$ cat config.mk
export PLATFORM = sky130hd
export DESIGN_NAME = fp_compare_unit
export DESIGN_NICKNAME = d
export VERILOG_FILES = /design/src/rtl/fcmp_pkg.sv /design/src/rtl/fcmp_classify.sv /design/src/rtl/fcmp_order.sv /design/src/rtl/fcmp_eval.sv /design/src/rtl/fcmp_seq.sv /design/src/rtl/fp_compare_unit.sv
export SDC_FILE = /design/constraint.sdc
export NUM_CORES = 1
export LEC_CHECK = 0
export BUFFER_PORTS_ARGS = -buffer_cell sky130_fd_sc_hd__buf_2
export CAP_MARGIN = 5
export CELL_PAD_IN_SITES_DETAIL_PLACEMENT = 0
export CELL_PAD_IN_SITES_GLOBAL_PLACEMENT = 2
export CORE_MARGIN = 5
export CORE_UTILIZATION = 35
export DETAILED_ROUTE_END_ITERATION = 12
export GPL_TIMING_DRIVEN = 0
export PLACE_DENSITY_LB_ADDON = 0.12
export SETUP_SLACK_MARGIN = 0.3
export SLEW_MARGIN = 5
export SYNTH_ARGS = -nofsm -noshare
export SYNTH_HDL_FRONTEND = slang
export SYNTH_SLANG_ARGS = --single-unit
$ cat constraint.sdc
create_clock -name clk -period 6.2 [get_ports clk]
set_input_delay 0.93 -clock clk [delete_from_list [all_inputs] [get_ports clk]]
set_output_delay 0.93 -clock clk [all_outputs]
set_load 0.02 [all_outputs]
$ cat src/rtl/fcmp_pkg.sv
package fcmp_pkg;

    localparam int OPC_W      = 16;
    localparam int DATA_W     = 64;
    localparam int SGL_EXP_W  = 8;
    localparam int SGL_FRAC_W = 23;
    localparam int DBL_EXP_W  = 11;
    localparam int DBL_FRAC_W = 52;
    localparam int NUM_FMT    = 2;

    typedef enum logic {
        CMP_EQ = 1'b0,
        CMP_GT = 1'b1
    } cmp_kind_e;

    typedef struct packed {
        logic is_nan;
        logic is_snan;
    } fclass_t;

    typedef struct packed {
        cmp_kind_e           kind;
        logic                dbl;
        logic [DATA_W-1:0]   a;
        logic [DATA_W-1:0]   b;
    } cmp_job_t;

    typedef struct packed {
        logic invalid;
        logic t;
    } cmp_res_t;

    function automatic logic op_is_cmp(input logic [OPC_W-1:0] op);
        return (op[15:12] == 4'hF) && (op[3:1] == 3'b010);
    endfunction

    function automatic cmp_kind_e op_kind(input logic [OPC_W-1:0] op);
        return op[0] ? CMP_GT : CMP_EQ;
    endfunction

    function automatic logic regs_even(input logic [OPC_W-1:0] op);
        return !op[8] && !op[4];
    endfunction

endpackage

$ cat src/rtl/fcmp_classify.sv
module fcmp_classify
    import fcmp_pkg::*;
#(
    parameter int EXP_W  = 8,
    parameter int FRAC_W = 23
) (
    input  logic [EXP_W+FRAC_W:0] x,
    output fclass_t               cls
);
    localparam int W = EXP_W + FRAC_W + 1;

    logic              exp_max;
    logic [FRAC_W-1:0] frac;

    always_comb begin
        exp_max     = &x[W-2 -: EXP_W];
        frac        = x[FRAC_W-1:0];
        cls.is_nan  = exp_max && (|frac);
        cls.is_snan = exp_max && (|frac) && !frac[FRAC_W-1];
    end
endmodule

$ cat src/rtl/fcmp_order.sv
module fcmp_order #(
    parameter int W = 32
) (
    input  logic [W-1:0] a,
    input  logic [W-1:0] b,
    output logic         gt,
    output logic         eq
);
    logic         sa, sb;
    logic [W-2:0] ma, mb;
    logic         zeros;

    always_comb begin
        sa    = a[W-1];
        sb    = b[W-1];
        ma    = a[W-2:0];
        mb    = b[W-2:0];
        zeros = (ma == '0) && (mb == '0);
        eq    = zeros || (a == b);
        if (sa != sb)
            gt = !sa && !zeros;
        else if (!sa)
            gt = ma > mb;
        else
            gt = ma < mb;
    end
endmodule

$ cat src/rtl/fcmp_eval.sv
module fcmp_eval
    import fcmp_pkg::*;
(
    input  cmp_job_t job,
    output cmp_res_t res
);
    logic [NUM_FMT-1:0] nan_any, snan_any, gt_f, eq_f;

    for (genvar f = 0; f < NUM_FMT; f++) begin : g_fmt
        localparam int EW = (f == 0) ? SGL_EXP_W  : DBL_EXP_W;
        localparam int FW = (f == 0) ? SGL_FRAC_W : DBL_FRAC_W;
        localparam int W  = EW + FW + 1;

        fclass_t cls_a, cls_b;
        logic    gt_w, eq_w;

        fcmp_classify #(.EXP_W(EW), .FRAC_W(FW)) u_cls_a (
            .x   (job.a[W-1:0]),
            .cls (cls_a)
        );
        fcmp_classify #(.EXP_W(EW), .FRAC_W(FW)) u_cls_b (
            .x   (job.b[W-1:0]),
            .cls (cls_b)
        );
        fcmp_order #(.W(W)) u_ord (
            .a  (job.a[W-1:0]),
            .b  (job.b[W-1:0]),
            .gt (gt_w),
            .eq (eq_w)
        );

        assign nan_any[f]  = cls_a.is_nan  | cls_b.is_nan;
        assign snan_any[f] = cls_a.is_snan | cls_b.is_snan;
        assign gt_f[f]     = gt_w;
        assign eq_f[f]     = eq_w;
    end

    logic sel_nan, sel_snan, sel_gt, sel_eq;

    always_comb begin
        sel_nan     = nan_any[job.dbl];
        sel_snan    = snan_any[job.dbl];
        sel_gt      = gt_f[job.dbl];
        sel_eq      = eq_f[job.dbl];
        res.invalid = sel_snan || ((job.kind == CMP_GT) && sel_nan);
        if (sel_nan)
            res.t = 1'b0;
        else
            res.t = (job.kind == CMP_GT) ? sel_gt : sel_eq;
    end
endmodule

$ cat src/rtl/fcmp_seq.sv
module fcmp_seq
    import fcmp_pkg::*;
(
    input  logic              clk,
    input  logic              rst,
    input  logic              start,
    input  logic [OPC_W-1:0]  opcode,
    input  logic              prec_dbl,
    input  logic [DATA_W-1:0] op_n,
    input  logic [DATA_W-1:0] op_m,
    output cmp_job_t          job,
    output logic              accept,
    output logic              write_en,
    output logic              busy
);
    cmp_job_t live, held;
    logic     legal;

    always_comb begin
        live.kind = op_kind(opcode);
        live.dbl  = prec_dbl;
        live.a    = op_n;
        live.b    = op_m;
        legal     = op_is_cmp(opcode) && (!prec_dbl || regs_even(opcode));
        accept    = start && legal && !busy;
        write_en  = (accept && !prec_dbl) || busy;
        job       = busy ? held : live;
    end

    always_ff @(posedge clk) begin
        if (rst) begin
            busy <= 1'b0;
            held <= '0;
        end else begin
            busy <= accept && prec_dbl;
            if (accept && prec_dbl)
                held <= live;
        end
    end
endmodule

$ cat src/rtl/fp_compare_unit.sv
module fp_compare_unit
    import fcmp_pkg::*;
(
    input  logic              clk,
    input  logic              rst,
    input  logic              start,
    input  logic [OPC_W-1:0]  opcode,
    input  logic              prec_dbl,
    input  logic [DATA_W-1:0] op_n,
    input  logic [DATA_W-1:0] op_m,
    input  logic              inv_trap_en,
    output logic              done,
    output logic              tflag,
    output logic              cause_invalid,
    output logic              sticky_invalid,
    output logic              exc_req
);
    cmp_job_t job;
    cmp_res_t res;
    logic     accept, write_en, busy;

    fcmp_seq u_seq (
        .clk      (clk),
        .rst      (rst),
        .start    (start),
        .opcode   (opcode),
        .prec_dbl (prec_dbl),
        .op_n     (op_n),
        .op_m     (op_m),
        .job      (job),
        .accept   (accept),
        .write_en (write_en),
        .busy     (busy)
    );

    fcmp_eval u_eval (
        .job (job),
        .res (res)
    );

    always_ff @(posedge clk) begin
        if (rst) begin
            done           <= 1'b0;
            tflag          <= 1'b0;
            cause_invalid  <= 1'b0;
            sticky_invalid <= 1'b0;
            exc_req        <= 1'b0;
        end else begin
            done    <= write_en;
            exc_req <= 1'b0;
            if (accept)
                cause_invalid <= 1'b0;
            if (write_en) begin
                if (res.invalid) begin
                    cause_invalid <= 1'b1;
                    if (inv_trap_en) begin
                        exc_req <= 1'b1;
                    end else begin
                        sticky_invalid <= 1'b1;
                        tflag          <= 1'b0;
                    end
                end else begin
                    cause_invalid <= 1'b0;
                    tflag         <= res.t;
                end
            end
        end
    end
endmodule

**Word level (Yosys, flattened, before mapping)**

Index checks and enable logic that the tools add are counted.

- Output and inout bits: 5
- Bits of input ports: 149
- Logic and storage cells: 104
- Flip-flop bits (word level): 136

- Order comparisons: 5
- Reduce and logical (&&, ||, !) cells: 53
- Bitwise logic cells: 7
- Equality and inequality tests: 7
- Mux-type cells: 22

Operators by type and width:

| cell | count |
|---|---|
| 130-bit two-way mux | 1 |
| 63-bit zero test | 2 |
| 52-bit OR reduction | 2 |
| 64-bit equality test | 1 |
| 63-bit > comparator | 1 |
| 63-bit less-than comparator | 1 |
| 31-bit zero test | 2 |
| 23-bit OR reduction | 2 |
| 32-bit equality test | 1 |
| 31-bit > comparator | 1 |
| 31-bit less-than comparator | 1 |
| 11-bit AND reduction | 2 |
| 1-bit two-way mux | 21 |
| 1-bit logical AND | 20 |
| 8-bit AND reduction | 2 |
| 1-bit zero test | 12 |
| 1-bit logical OR | 5 |
| 4-bit equality test, second input constant | 1 |
| 1-bit OR | 4 |
| 3-bit by 2-bit equality test with 1-bit output, second input constant | 1 |
| 1-bit NOT | 3 |
| 3-bit AND reduction | 1 |
| 3-bit OR reduction | 1 |
| 1-bit by 2-bit less-than comparator with 1-bit output, second input constant | 1 |
| other kinds (4) | 5 |

**Logic depth before layout (Yosys ltp)**

- Depth in word-level cells: 12
- Mapped depth: 15
- Mapped depth without buffers: 11

**Modules after synthesis**

Synthesis repeated with hierarchy kept, for this count alone.

- Cells, all modules: 1239
- Area, all modules: 11224.5 um^2

By module, submodules not included:

| module | instances | area each (um^2) | cells an instance | sequential area each (um^2) |
|---|---|---|---|---|
| fcmp_seq | 1 | 7507.2 | 718 | 2622.5 |
| fcmp_order (u_eval.g_fmt[1].u_ord) | 1 | 1941.9 | 279 | 0.0 |
| fcmp_order (u_eval.g_fmt[0].u_ord) | 1 | 984.7 | 144 | 0.0 |
| fcmp_classify (u_eval.g_fmt[1].u_cls_a ...) | 2 | 178.9 | 24 | 0.0 |
| fcmp_classify (u_eval.g_fmt[0].u_cls_a ...) | 2 | 91.3 | 12 | 0.0 |
| fp_compare_unit | 1 | 177.7 | 17 | 100.1 |
| fcmp_eval | 1 | 72.6 | 9 | 0.0 |

**Least setup slack after synthesis**

No wires, ideal clock.

- Path kind: flip-flop to flip-flop
- From: register u_seq.busy
- To: register tflag
- Clock period less this slack: 3980 ps
- Path slack: 2220 ps
- Required time: 6061 ps
- Buffers on the path: 5
- Data arrival time: 3840 ps
- Setup time: 139 ps
- Stages on the path, launching flop included: 16
- Cells stage by stage: dfxtp_1 > buf_4 > buf_4 > clkbuf_1 > clkbuf_1 > buf_2 > mux2i_1 > ha_1 > a211oi_1 > nor2_1 > o31a_1 > o41ai_1 > o211a_1 > mux2_2 > a2111oi_0 > o221ai_1

- Word-level cells in the longest chain between the ends: 11
- Elaborated cells between the ends (all ways): 70
- Classes of those cells: order compare: 4; eq/ne: 5; mux: 16; bitwise: 4; reduce/logical: 41

Ends and longest elaborated chain:

| item | line | text |
|---|---|---|
| start, declared | fcmp_seq.sv:14 | `output logic busy` |
| start signal, assigned | fcmp_seq.sv:35 | `busy <= accept && prec_dbl;` |
| branches (longest 11 deep; another with 63-bit > comparator) | n/a |  |
| end signal, assigned | fp_compare_unit.sv:64 | `tflag <= res.t;` |
| end, declared | fp_compare_unit.sv:13 | `output logic tflag,` |

Several ways; the timed one is not identified. The select of a mux whose other input is x is not followed.
A chain may end at the register's enable or synchronous reset.

**Worst setup path in the final report**

Same ends and word-level chain as after synthesis.

==> flow_summary.json <==
{
  "status": "finished, final reports clean",
  "synth_top_area_cell": "dfxtp_1",
  "post_cts_buffers": 0,
  "place_hpwl_mm": 23.6,
  "switching_share_pct": 24.2,
  "p_leak_nw": 3.69,
  "antenna_found_initial": 0,
  "grt_pass1_vias": 8000,
  "clkTransAtPathRegs_ns": 0.06,
  "chipWidth_um": 165,
  "cpPeakStageDelay_ns": 0.60,
  "endpoint_kind": "flop",
  "path_delay_family": "buffers and inverters",
  "internal-power_mw": 1.78,
  "layout_setup_ws_ns": 0.774,
  "cts_tree": "built",
  "switchingPower_uw": 566,
  "arrival_ns": 5.72,
  "clock_sinks": 136,
  "vdd_drop_max_mv": 0.143,
  "p_per_area_nw_per_um2": 230,
  "p_seq_share_pct": 37.3,
  "port-buffer-count": 146,
  "dp_slack_ns": 0.571,
  "synth_area_um2": 8380,
  "vias": 8211,
  "ys_seq_area_share_pct": 32.5,
  "final_cells": 1550,
  "hold_viol": 0,
  "die_h_um": 165,
  "fin_crit_sh_pct": 87.5,
  "cts-htree-levels": 4,
  "final_nets": 1430,
  "setup_tns_ns": 0,
  "slew_headroom_pct": 34.8,
  "numCtsBuffers": 17,
  "criticalPathCategory": "reg -> reg",
  "path_common_cell": "buf_4",
  "final_cell_mix": "nand2_1 (283), a21oi_1 (159), buf_2 (150)",
  "grt_max_degree": 17,
  "rsz0062_at_grt": "false",
  "start_util_pct": 35.6,
  "drive_gt1_share_pct": 20.2,
  "clock_power_share_pct": 52.0,
  "synth-main-ff-cell": "dfxtp_1",
  "drtIter0Drc": 476,
  "grt_use_total_pct": 22.3,
  "wl_per_cell_um": 19.4,
  "mostFrequentLayoutCell": "nand2_1",
  "clk_latency_ns": 0.44,
  "period_needed_ns": 5.43,
  "synth_nets": 1265,
  "gp_congestion": 0.865,
  "core_um2": 23500,
  "synthTopCellsByArea": "dfxtp_1 (33%), nand2_1 (13%), mux2i_1 (9.7%), a21oi_1 (9.5%), ha_1 (9.4%)",
  "area_delta_synth_final_pct": 21.8,
  "setup_viol": 0,
  "vias_per_cell": 5.30,
  "tightest_slew_ns": 0.969,
  "p_comb_share_pct": 10.6,
  "cp-start-kind": "flop",
  "grt_pass1_wl_mm": 46.0,
  "row_count": 56,
  "cp_cell_sequence": "buf_4 > buf_4 > clkbuf_1 > clkbuf_2 > buf_2 > mux2i_1 > ha_1 > a211oi_1 > nor2_1 > o31a_1 > o41ai_1 > o211a_1 > mux2_2 > a2111oi_0 > o221ai_1",
  "clock_path_buffers": 2,
  "yosys.area.top_type_share_pct": 32.5,
  "synth_async_sr_flop_share_pct": 0,
  "root_buffer": "clkbuf_16",
  "crit_buf_inv": 5,
  "synth_edf_count": 0,
  "synth-seq-cells": 136,
  "maxCapViolations": 0,
  "die_area_um2": 27100,
  "overflow": 0,
  "num_antenna_cells": 0,
  "drc_errors": 0,
  "syn-instance-count": 1053,
  "yosys.cell_types.count": 56,
  "min_path_type": "reg -> reg",
  "placed_cells": 1518,
  "max_freq_mhz": 184,
  "utilization_pct": 43.3,
  "drt-total-wl_mm": 30.1,
  "drv_slew": 0,
  "slowest_stage": "clkbuf_1",
  "synth_warnings": 0,
  "crit_fanout": 10,
  "fillers": 2503,
  "first_pass_iters": 5,
  "io_pins": 154,
  "antenna_left": 0,
  "avgSynthCellArea_um2": 7.95,
  "required_ns": 6.49,
  "skew_ns": 0.0116
}
## worst paths after layout
| kind | startpoint | endpoint | slack [ns] | cells after the start |
|---|---|---|---|---|
| worst max-delay path | u_seq.busy | tflag | 0.77 | 15 |
| worst max register to register | u_seq.busy | tflag | 0.77 | 15 |
| worst min register to register | u_seq.held[95] | u_seq.held[95] | 0.45 | 2 |
| worst min-delay path | u_seq.held[95] | u_seq.held[95] | 0.45 | 2 |
## per-stage QoR
stage	power [mW]	cell area, µm²	hold WS (ns)
finish	2.34	10200	0.453
global route	2.43	10200	0.465
global placement	1.14	9510	0.438
CTS	2.36	10200	0.454
detailed placement	1.14	9510	0.446
floorplan	1.03	8380	0.433
## logic make-up (layout without fill, tap and decap cells)
group / after synthesis / after routing / share of synthesized area (%)
AND/OR/NAND/NOR: 419 / 419 / 22.1
buffers and inverters: 81 / 259 / 4.23
multiplexers: 131 / 131 / 16.4
adder cells (fa/ha/maj): 63 / 63 / 9.41
flip-flops: 136 / 136 / 32.5
XOR/XNOR: 1 / 1 / 0.105
AO/OA/AOI/OAI: 222 / 222 / 15.2
## cell type report
cell class / instances / area [µm²] / share of cell area [%]
inverter: 20 / 75.1 / 0.736
clock inverter: 11 / 215 / 2.11
buffer: 61 / 280 / 2.75
tap: 319 / 399 / 3.91
timing repair buffer: 146 / 731 / 7.16
multi-input combinational: 836 / 5300 / 51.9
clock buffer: 21 / 480 / 4.71
sequential: 136 / 2720 / 26.7
## registers in the layout (all words and copies together) (netlist names)
| name | flops |
|---|---|
| cause_invalid | 1 |
| u_seq.held | 130 |
| u_seq.busy | 1 |
| tflag | 1 |
| exc_req | 1 |
| sticky_invalid | 1 |
| done | 1 |
## metal layers
layer | share of wire (%) | global-route usage, % | up-vias
li1 | - | - | 4114
met4 | 1.3 | 5.29 | 0
met1 | 48 | 31.6 | 3858
met2 | 46 | 35.7 | 212
met3 | 5.0 | 3.67 | 27
met5 | 0 | 0 | -
## power groups by stage
stage	clock [mW]	sequential, mW	combinational (mW)
after floorplan	0	0.894	0.131
after global placement	0	0.894	0.249
after global routing	1.28	0.874	0.280
after CTS	1.24	0.875	0.250
final	1.22	0.875	0.249
after detailed placement	0	0.894	0.248
## cell usage after synthesis (all sizes together) (3+ instances only)
| library cell | number |
|---|---|
| a211oi | 8 |
| a21o | 5 |
| a21oi | 159 |
| a221oi | 3 |
| and3 | 5 |
| buf | 15 |
| clkbuf | 46 |
| dfxtp | 136 |
| ha | 63 |
| inv | 20 |
| mux2 | 50 |
| mux2i | 81 |
| nand2 | 283 |
| nand3 | 13 |
| nand4 | 29 |
| nor2 | 23 |
| nor3 | 12 |
| nor4 | 41 |
| o211ai | 3 |
| o21ai | 16 |
| o41ai | 5 |
## worst register-to-register path, delay by kind of cell, from the launching register on
kind	cells	cell delay [ns]
compound gates	6	1.96
buf+inv	5	2.03
fa+ha+maj	1	0.27
mux	2	0.63
simple gates	1	0.07
flops	1	0.34
## repair_timing
item,in CTS,in global routing
endpoints found under the setup margin,0,1
hold buffers,0,0
gates resized for setup,0,2
No activity file was read; power rests on OpenSTA's default activity.
